--- src/rtl/lcdt_pkg.sv ---
package lcdt_pkg;

    typedef enum logic [1:0] {
        PACK_1BPP = 2'b00,
        PACK_2BPP = 2'b01,
        PACK_RSVD = 2'b10,
        PACK_4BPP = 2'b11
    } pack_mode_e;

    localparam int unsigned WORD_BITS = 4;

    // Shift pulses needed to move one line of W pixels through a 4-bit data word.
    function automatic int unsigned shifts_for(int unsigned width_px, logic [1:0] mode);
        int unsigned bits;
        int unsigned s;
        case (pack_mode_e'(mode))
            PACK_2BPP: bits = 2;
            PACK_4BPP: bits = 4;
            default:   bits = 1;
        endcase
        s = (width_px * bits + WORD_BITS - 1) / WORD_BITS;
        if (s == 0) s = 1;
        return s;
    endfunction

endpackage

--- src/rtl/lcdt_pix_div.sv ---
module lcdt_pix_div #(
    parameter int PRE_W = 6
) (
    input  logic             clk,
    input  logic             rst_n,
    input  logic             run,
    input  logic [PRE_W-1:0] pre,
    output logic             tick,
    output logic             pix_en
);
    typedef struct packed {
        logic [PRE_W-1:0] div;
        logic             pe;
    } div_state_t;

    div_state_t st_d, st_q;

    // Last master clock of the current slot.
    assign tick = run && (st_q.div >= pre);

    always_comb begin
        st_d    = st_q;
        st_d.pe = tick;
        if (!run) begin
            st_d.div = '0;
        end else if (tick) begin
            st_d.div = '0;
        end else begin
            st_d.div = st_q.div + PRE_W'(1);
        end
    end

    always_ff @(posedge clk or negedge rst_n) begin
        if (!rst_n) st_q <= '0;
        else        st_q <= st_d;
    end

    assign pix_en = st_q.pe;
endmodule

--- src/rtl/lcdt_line_seq.sv ---
module lcdt_line_seq #(
    parameter int SHIFT_W = 10,
    parameter int LINE_W  = 9,
    parameter int SLOT_W  = SHIFT_W + 2
) (
    input  logic               clk,
    input  logic               rst_n,
    input  logic               run,
    input  logic               tick,
    input  logic               slot_first,
    input  logic [SHIFT_W-1:0] shifts,
    input  logic [LINE_W-1:0]  lines,
    output logic               line_start,
    output logic               frame_end,
    output logic               shift_clk,
    output logic               line_clk,
    output logic               frame_start
);
    typedef struct packed {
        logic [SLOT_W-1:0] slot;
        logic [LINE_W-1:0] line;
        logic              cl2;
        logic              cl1;
        logic              fs;
    } seq_state_t;

    seq_state_t st_d, st_q;

    logic [SLOT_W-1:0] last_slot;
    logic              at_last_slot;
    logic              at_last_line;
    logic              in_shift_high;

    // Slots 0,1 low; even slots 2..2S high; slot 2S+1 carries the line pulse.
    assign last_slot     = {1'b0, shifts, 1'b1};
    assign at_last_slot  = (st_q.slot == last_slot);
    assign at_last_line  = ({1'b0, st_q.line} + (LINE_W+1)'(1)) >= {1'b0, lines};
    assign in_shift_high = !at_last_slot && !st_q.slot[0] && (st_q.slot >= SLOT_W'(2));

    assign line_start = run && at_last_slot && slot_first;
    assign frame_end  = tick && at_last_slot && at_last_line;

    always_comb begin
        st_d     = st_q;
        st_d.cl2 = run && in_shift_high;
        st_d.cl1 = run && at_last_slot;
        st_d.fs  = run && at_last_slot && (st_q.line == '0);
        if (!run) begin
            st_d.slot = '0;
            st_d.line = '0;
        end else if (tick) begin
            if (at_last_slot) begin
                st_d.slot = '0;
                st_d.line = at_last_line ? '0 : st_q.line + LINE_W'(1);
            end else begin
                st_d.slot = st_q.slot + SLOT_W'(1);
            end
        end
    end

    always_ff @(posedge clk or negedge rst_n) begin
        if (!rst_n) st_q <= '0;
        else        st_q <= st_d;
    end

    assign shift_clk   = st_q.cl2;
    assign line_clk    = st_q.cl1;
    assign frame_start = st_q.fs;
endmodule

--- src/rtl/lcdt_ac_bias.sv ---
module lcdt_ac_bias #(
    parameter int AC_W = 5
) (
    input  logic            clk,
    input  logic            rst_n,
    input  logic            line_start,
    input  logic [AC_W-1:0] ac,
    output logic            m_out
);
    typedef struct packed {
        logic [AC_W-1:0] cnt;
        logic            m;
    } ac_state_t;

    ac_state_t st_d, st_q;

    always_comb begin
        st_d = st_q;
        if (line_start) begin
            if (st_q.cnt >= ac) begin
                st_d.cnt = '0;
                st_d.m   = !st_q.m;
            end else begin
                st_d.cnt = st_q.cnt + AC_W'(1);
            end
        end
    end

    always_ff @(posedge clk or negedge rst_n) begin
        if (!rst_n) st_q <= '0;
        else        st_q <= st_d;
    end

    assign m_out = st_q.m;
endmodule

--- src/rtl/lcdt_timing_gen.sv ---
module lcdt_timing_gen #(
    parameter int PRE_W  = 6,
    parameter int AC_W   = 5,
    parameter int PIX_W  = 10,
    parameter int LINE_W = 9
) (
    input  logic              clk,
    input  logic              rst_n,
    input  logic [PRE_W-1:0]  pix_prescale,
    input  logic [AC_W-1:0]   ac_prescale,
    input  logic [PIX_W-1:0]  line_pixels,
    input  logic [LINE_W-1:0] frame_lines,
    input  logic [1:0]        bpp_mode,
    output logic              pix_en,
    output logic              shift_clk,
    output logic              line_clk,
    output logic              frame_start,
    output logic              ac_bias
);
    localparam int SHIFT_W = PIX_W;
    localparam int SLOT_W  = SHIFT_W + 2;

    typedef struct packed {
        logic [PRE_W-1:0]   pre;
        logic [AC_W-1:0]    ac;
        logic [SHIFT_W-1:0] shifts;
        logic [LINE_W-1:0]  lines;
    } cfg_t;

    cfg_t cfg_d, cfg_q;

    logic run;
    logic tick;
    logic slot_first;
    logic line_start;
    logic frame_end;

    assign run = (cfg_q.pre != '0);

    always_comb begin
        cfg_d = cfg_q;
        if (!run || frame_end) begin
            cfg_d.pre    = pix_prescale;
            cfg_d.ac     = ac_prescale;
            cfg_d.shifts = SHIFT_W'(lcdt_pkg::shifts_for(32'(line_pixels), bpp_mode));
            cfg_d.lines  = frame_lines;
        end
    end

    always_ff @(posedge clk or negedge rst_n) begin
        if (!rst_n) cfg_q <= '0;
        else        cfg_q <= cfg_d;
    end

    lcdt_pix_div #(.PRE_W(PRE_W)) u_div (
        .clk    (clk),
        .rst_n  (rst_n),
        .run    (run),
        .pre    (cfg_q.pre),
        .tick   (tick),
        .pix_en (pix_en)
    );

    // First master clock of a slot: the divider has just wrapped to zero.
    logic first_q;
    always_ff @(posedge clk or negedge rst_n) begin
        if (!rst_n) first_q <= 1'b1;
        else        first_q <= tick || !run;
    end
    assign slot_first = first_q;

    lcdt_line_seq #(
        .SHIFT_W (SHIFT_W),
        .LINE_W  (LINE_W),
        .SLOT_W  (SLOT_W)
    ) u_seq (
        .clk         (clk),
        .rst_n       (rst_n),
        .run         (run),
        .tick        (tick),
        .slot_first  (slot_first),
        .shifts      (cfg_q.shifts),
        .lines       (cfg_q.lines),
        .line_start  (line_start),
        .frame_end   (frame_end),
        .shift_clk   (shift_clk),
        .line_clk    (line_clk),
        .frame_start (frame_start)
    );

    lcdt_ac_bias #(.AC_W(AC_W)) u_ac (
        .clk        (clk),
        .rst_n      (rst_n),
        .line_start (line_start),
        .ac         (cfg_q.ac),
        .m_out      (ac_bias)
    );
endmodule

--- config.mk ---
export PLATFORM = sky130hd
export DESIGN_NAME = lcdt_timing_gen
export DESIGN_NICKNAME = d
export VERILOG_FILES = /design/src/rtl/lcdt_pkg.sv /design/src/rtl/lcdt_pix_div.sv /design/src/rtl/lcdt_line_seq.sv /design/src/rtl/lcdt_ac_bias.sv /design/src/rtl/lcdt_timing_gen.sv
export SDC_FILE = /design/constraint.sdc
export NUM_CORES = 1
export LEC_CHECK = 0
export ABC_CLOCK_PERIOD_IN_PS = 3390
export CORE_AREA = 4 4 125 91
export DETAILED_ROUTE_END_ITERATION = 12
export DIE_AREA = 0 0 129 95
export GPL_TIMING_DRIVEN = 0
export HOLD_SLACK_MARGIN = 0.12
export PLACE_DENSITY = 0.77
export SLEW_MARGIN = 15
export SYNTH_ARGS = -nofsm -noshare
export SYNTH_HDL_FRONTEND = slang
export SYNTH_HIERARCHICAL = 1
export SYNTH_SLANG_ARGS = --single-unit
export TNS_END_PERCENT = 1
--- constraint.sdc ---
create_clock -name clk -period 3.39 [get_ports clk]
set_input_delay 0.5085 -clock clk [delete_from_list [all_inputs] [get_ports clk]]
set_output_delay 0.5085 -clock clk [all_outputs]
set_load 0.05 [all_outputs]
# Yosys cells after proc, flatten, opt, wreduce, memory -nomap -nowiden
# Cells that the tools add are included.
[word_totals]
reg_bits = 68
inputBits = 34
out_inout_bits = 5
word_cells = 62
[op_classes]
add_sub_neg = 7
multipliers = 1
n_lt_le_gt_ge = 4
eq_ne = 5
muxes = 11
n_reduce_logical = 20
[op_table]
columns = ["operator", "n"]
rows = [
  ["$mux W21", 2],
  ["$add A32 B3 Y32 const B", 1],
  ["$logic_not A32 Y1", 1],
  ["$mul A10 B32 Y32", 1],
  ["$mux W32", 1],
  ["$sub A32 B1 Y32 const B", 1],
  ["$mux W9", 2],
  ["$add A12 B1 Y12 const B", 1],
  ["$eq A12 B11 Y1", 1],
  ["$ge A12 B2 Y1 const B", 1],
  ["$mux W12", 1],
  ["$mux W6", 2],
  ["$add A9 B1 Y10 const B", 1],
  ["$ge A10 B9 Y1", 1],
  ["$mux W10", 1],
  ["$add A9 B1 Y9 const B", 1],
  ["$logic_and A1 B1 Y1", 9],
  ["$logic_not A9 Y1", 1],
  ["$add A6 B1 Y6 const B", 1],
  ["$ge A6 B6 Y1", 1],
  ["$pmux W3 S2", 1],
  ["$reduce_bool A6 Y1", 1],
  ["$add A5 B1 Y5 const B", 1],
  ["$ge A5 B5 Y1", 1],
  ["8 further kinds", 13],
]

# Logic depth before layout (Yosys ltp)
[logic_depth]
ltp_word = 11
ltp_mapped = 18

# Modules after synthesis
# Netlist, hierarchy kept.
[modules_own_cells]
columns = ["module", "n_inst", "cells_each", "area_per_inst_um2", "seq_area_each_um2"]
rows = [
  ["lcdt_timing_gen", 1, 272, 2767.7, 777.0],
  ["lcdt_line_seq", 1, 194, 1804.2, 600.6],
  ["lcdt_pix_div", 1, 45, 446.7, 175.2],
  ["lcdt_ac_bias", 1, 43, 412.9, 150.1],
]

# Worst setup path after synthesis
# Ideal clock, no wire load.
[synth_path]
path_kind = "input to register"
start = "in bpp_mode[0]"
end = "reg cfg_q[9] (netlist name)"
t_arrival_ps = 4460
required_ps = 3298
path_slack_ps = -1161
stages = 17
path_cell_list = "nor2b_1 -> clkbuf_1 -> and2_1 -> ha_1 -> ha_1 -> inv_1 -> fa_1 -> inv_1 -> ha_1 -> ha_1 -> ha_1 -> a21oi_4 -> nand2_2 -> or4_4 -> a2111oi_2 -> nand4b_1 -> o31ai_2"
[synth_via]
elab_chain_len = 8
[synth_rtl]
columns = ["element", "line_no", "rtl"]
rows = [
  ["start, declared", "lcdt_timing_gen.sv:13", "input logic [1:0] bpp_mode,"],
  ["$eq A2 B2 Y1 / $eq A2 B1 Y1 (equally long branches)", "lcdt_pkg.sv:16", "case (pack_mode_e'(mode))"],
  ["$pmux W3 S2 *", "lcdt_pkg.sv:16", ""],
  ["$mux W32 *", "lcdt_timing_gen.sv:42", "if (!run || frame_end) begin"],
  ["$mul A10 B32 Y32 *", "lcdt_pkg.sv:21", "s = (width_px * bits + WORD_BITS - 1) / WORD_BITS;"],
  ["$add A32 B3 Y32 *", "lcdt_pkg.sv:21", ""],
  ["$sub A32 B1 Y32 *", "lcdt_pkg.sv:21", ""],
  ["$logic_not A32 Y1", "lcdt_pkg.sv:22", "if (s == 0) s = 1;"],
  ["$mux W10 *", "lcdt_pkg.sv:22", ""],
  ["end signal, assigned", "lcdt_timing_gen.sv:52", "else cfg_q <= cfg_d;"],
  ["end, declared", "lcdt_timing_gen.sv:30", "cfg_t cfg_d, cfg_q;"],
]
# Every way passes the cells marked *; elsewhere a longest branch is shown, timed or not. The select of a mux whose other input is x is not followed.
# A chain may end at the register's enable or synchronous reset.

# Final worst setup path
# Same ends and word-level chain as after synthesis.

==> flow_summary.ini <==
[outcome]
status = complete, but fails checks
violations = negative setup slack

[clock_tree]
clockBufferDepth = 2
clock_sinks = 68
root_buffer = clkbuf_16
clkTransAtPathRegs_ns = 0.06
cts_buffers = 9
h-tree-depth = 3
insertion_delay_ns = 0.34
cts_tree = built

[sta]
fin_crit_ns = 4.00
finalSetupTns_ns = -1.84
setup_slack_ns = -0.612
slew_headroom_pct = 46.9
fin_crit_sh_pct = 118
grt_setup_unrepaired = true
hold_viol = 0
finClkSkew_ns = 0.00305
tightest_slew_ns = 0.790
maxSlewViolCount = 0
setup_viol = 6
fmax_mhz = 250

[place]
place_congestion = 0.917
place_ws_ns = -1.73
place_hpwl_mm = 9.23
port-buffer-count = 38
placed_cells = 725

[setup_path]
crit_chain = buf_8, nor2b_4, buf_4, clkbuf_8, and2_1, ha_1, ha_1, ha_4, fa_1, ha_4, ha_4, nand4_1, a211oi_4, or4_4, a2111oi_4, nand4b_1, o31ai_2
max_stage_delay_ns = 0.52
crit_family = adder cells
worstSetupEndpointType = flip-flop
cp.arrival_ns = 4.25
cp_data_required_time_ns = 3.64
cp_common_cell = ha_4
crit_type = in2reg
cpMaxStageDelayCell = or4_4
path_buf_inv = 3
r2r_cells = 14
path_depth = 17
cp-start-kind = input port
cp_max_fo = 6

[global_route]
grt_pass1_wl_mm = 20.7
grt_pass1_vias = 4411
antenna_found_initial = 0
grt_usage_pct = 21.2
grt_max_degree = 48
overflow = 0

[yosys]
synth_enable_flop_cells = 0
syn-cell-area_mm2 = 0.00543
ys_types = 72
avgSynthCellArea_um2 = 9.80
synth_seq_cells = 68
synth_nets = 674
yosysSeqAreaShare_pct = 31.4
synth_warnings = 6
syn-instance-count = 554
async_flop_share_pct = 100
ys.flop_type = dfrtp_1

[layout]
final_cell_mix = dfrtp_1 (67), inv_1 (49), ha_1 (46), nor2_1 (35), nand2_1 (30)
drive_above_1_share_pct = 25.7
final_common_cell = dfrtp_1
fin_nets = 742
area_delta_synth_final_pct = 29.1
antenna_cells = 0
final_cells = 759

[min_path]
hp-class = reg2reg
hold_depth = 1

[job]
cap_viol_max_count = 0

[die]
rows = 31
ios = 39
die_area_mm2 = 0.0123
start_util_pct = 53.4
die_h_um = 95
core_mm2 = 0.0102
die_x_um = 129

[drt]
drt-met1-wl_mm = 6.00
dr_wl_met3_um = 780
vias = 4420
routed_wl_mm = 13.1
drc = 0
drtAntennaViolNets = 0
met2_length_mm = 6.09
top_layer = met4
drt-initial-drc-count = 350
wl_per_cell_um = 17.2
vias_per_cell = 5.82
dr.pass1.iters = 5

[power]
max-vdd-ir-drop_v = 0.000402
finalPower_mw = 3.66
power_density_mw_per_mm2 = 523
leakage_nw = 3.15
## metrics by stage
step,cell area (um2),utilization (%),hold WS [ns]
floorplan,5730,-,0.213
global placement,6270,61.7,0.456
detailed placement,6300,62.0,0.427
CTS,6800,66.9,0.475
global route,7010,69.0,0.501
finish,7010,69.0,0.470
## kinds of logic (layout without fill, tap and decap cells)
group                      Yosys count  after routing  share of synthesized area [%]
xor gates and xnor gates            42             42                           7.05
buffers and inverters               68            141                           5.02
DFF                                 68             68                           31.4
and+or+nand+nor                    178            178                           18.3
adders and majority gates           86             86                           21.1
muxes                               26             26                           5.30
AOI/OAI and AO/OA                   86             86                           11.9
## synth_stat cells, types with 6 or more instances
| library cell | n | share of area (%) |
|---|---|---|
| a21oi_1 | 15 | 1.4 |
| and2_1 | 11 | 1.3 |
| and3_1 | 13 | 1.5 |
| clkbuf_1 | 10 | 0.69 |
| dfrtp_1 | 67 | 31 |
| fa_1 | 9 | 3.3 |
| ha_1 | 77 | 18 |
| inv_1 | 52 | 3.6 |
| mux2_2 | 22 | 4.6 |
| nand2_1 | 32 | 2.2 |
| nand2b_1 | 9 | 1.0 |
| nand3_1 | 19 | 1.8 |
| nand4_1 | 10 | 1.2 |
| nor2_1 | 35 | 2.4 |
| nor2b_1 | 6 | 0.69 |
| nor3_1 | 7 | 0.64 |
| nor4_1 | 9 | 1.0 |
| o21ai_0 | 16 | 1.5 |
| xnor2_1 | 23 | 3.7 |
| xor2_1 | 17 | 2.7 |
## layout make-up
cell class                      count  area [um2]
Fill cell                         739        3150
Inverter                           53         199
Clock inverter                      6        38.8
Timing Repair Buffer               58         556
Clock buffer                       10         239
Multi-Input combinational cell    418        4000
Tap cell                          132         165
Buffer                             14         106
Sequential cell                    68        1700
## what timing repair did
item                                    CTS  global route
pin swaps                                28            21
resized for setup                        56            27
endpoints found under the hold margin    21             0
endpoints found under the setup margin   30            31
hold buffers                              1             0
cloned                                    1             0
buffers inserted                          9             8
## registers in the layout, summed over array words and instances (netlist names)
| signal | cells |
|---|---|
| u_seq/line_clk | 1 |
| u_seq/frame_start | 1 |
| u_div/pix_en | 1 |
| cfg_q | 30 |
| u_ac/m_out | 1 |
| u_ac/st_q | 5 |
| first_q | 1 |
| u_div/st_q | 6 |
| u_seq/shift_clk | 1 |
| u_seq/st_q | 21 |
## report_power, final
part           switching [mW]  internal [mW]
sequential              0.217           1.07
combinational           0.795          0.712
clock                   0.354          0.512
## worst register-to-register path: stages (launching register included)
cell,delay [ns]
dfrtp_1,0.41
ha_1,0.29
and3_1,0.26
nand3_1,0.17
xnor2_1,0.19
ha_1,0.32
nand4_1,0.15
nor2_1,0.26
a211oi_1,0.12
a21boi_1,0.24
a21oi_2,0.09
clkbuf_4,0.25
clkbuf_2,0.22
nand2_1,0.09
o21ai_0,0.08
## worst paths after layout
check	startpoint	endpoint	slack [ns]
worst max-delay path	bpp_mode[0]	cfg_q[9]	-0.61
worst min-delay path	u_ac/m_out	u_ac/m_out	0.47
worst max register to register	u_seq/st_q[3]	cfg_q[12]	0.13
worst min register to register	u_ac/m_out	u_ac/m_out	0.47
max in group asynchronous	rst_n	first_q	2.20
min in group asynchronous	rst_n	u_seq/st_q[22]	0.61
## metal layers
metal,up-vias,track usage (%)
met4,0,4.81
met3,24,5.99
met2,139,33.5
met1,2149,29.2
met5,-,0
li1,2108,-
Power figures use the tool's default switching activity.
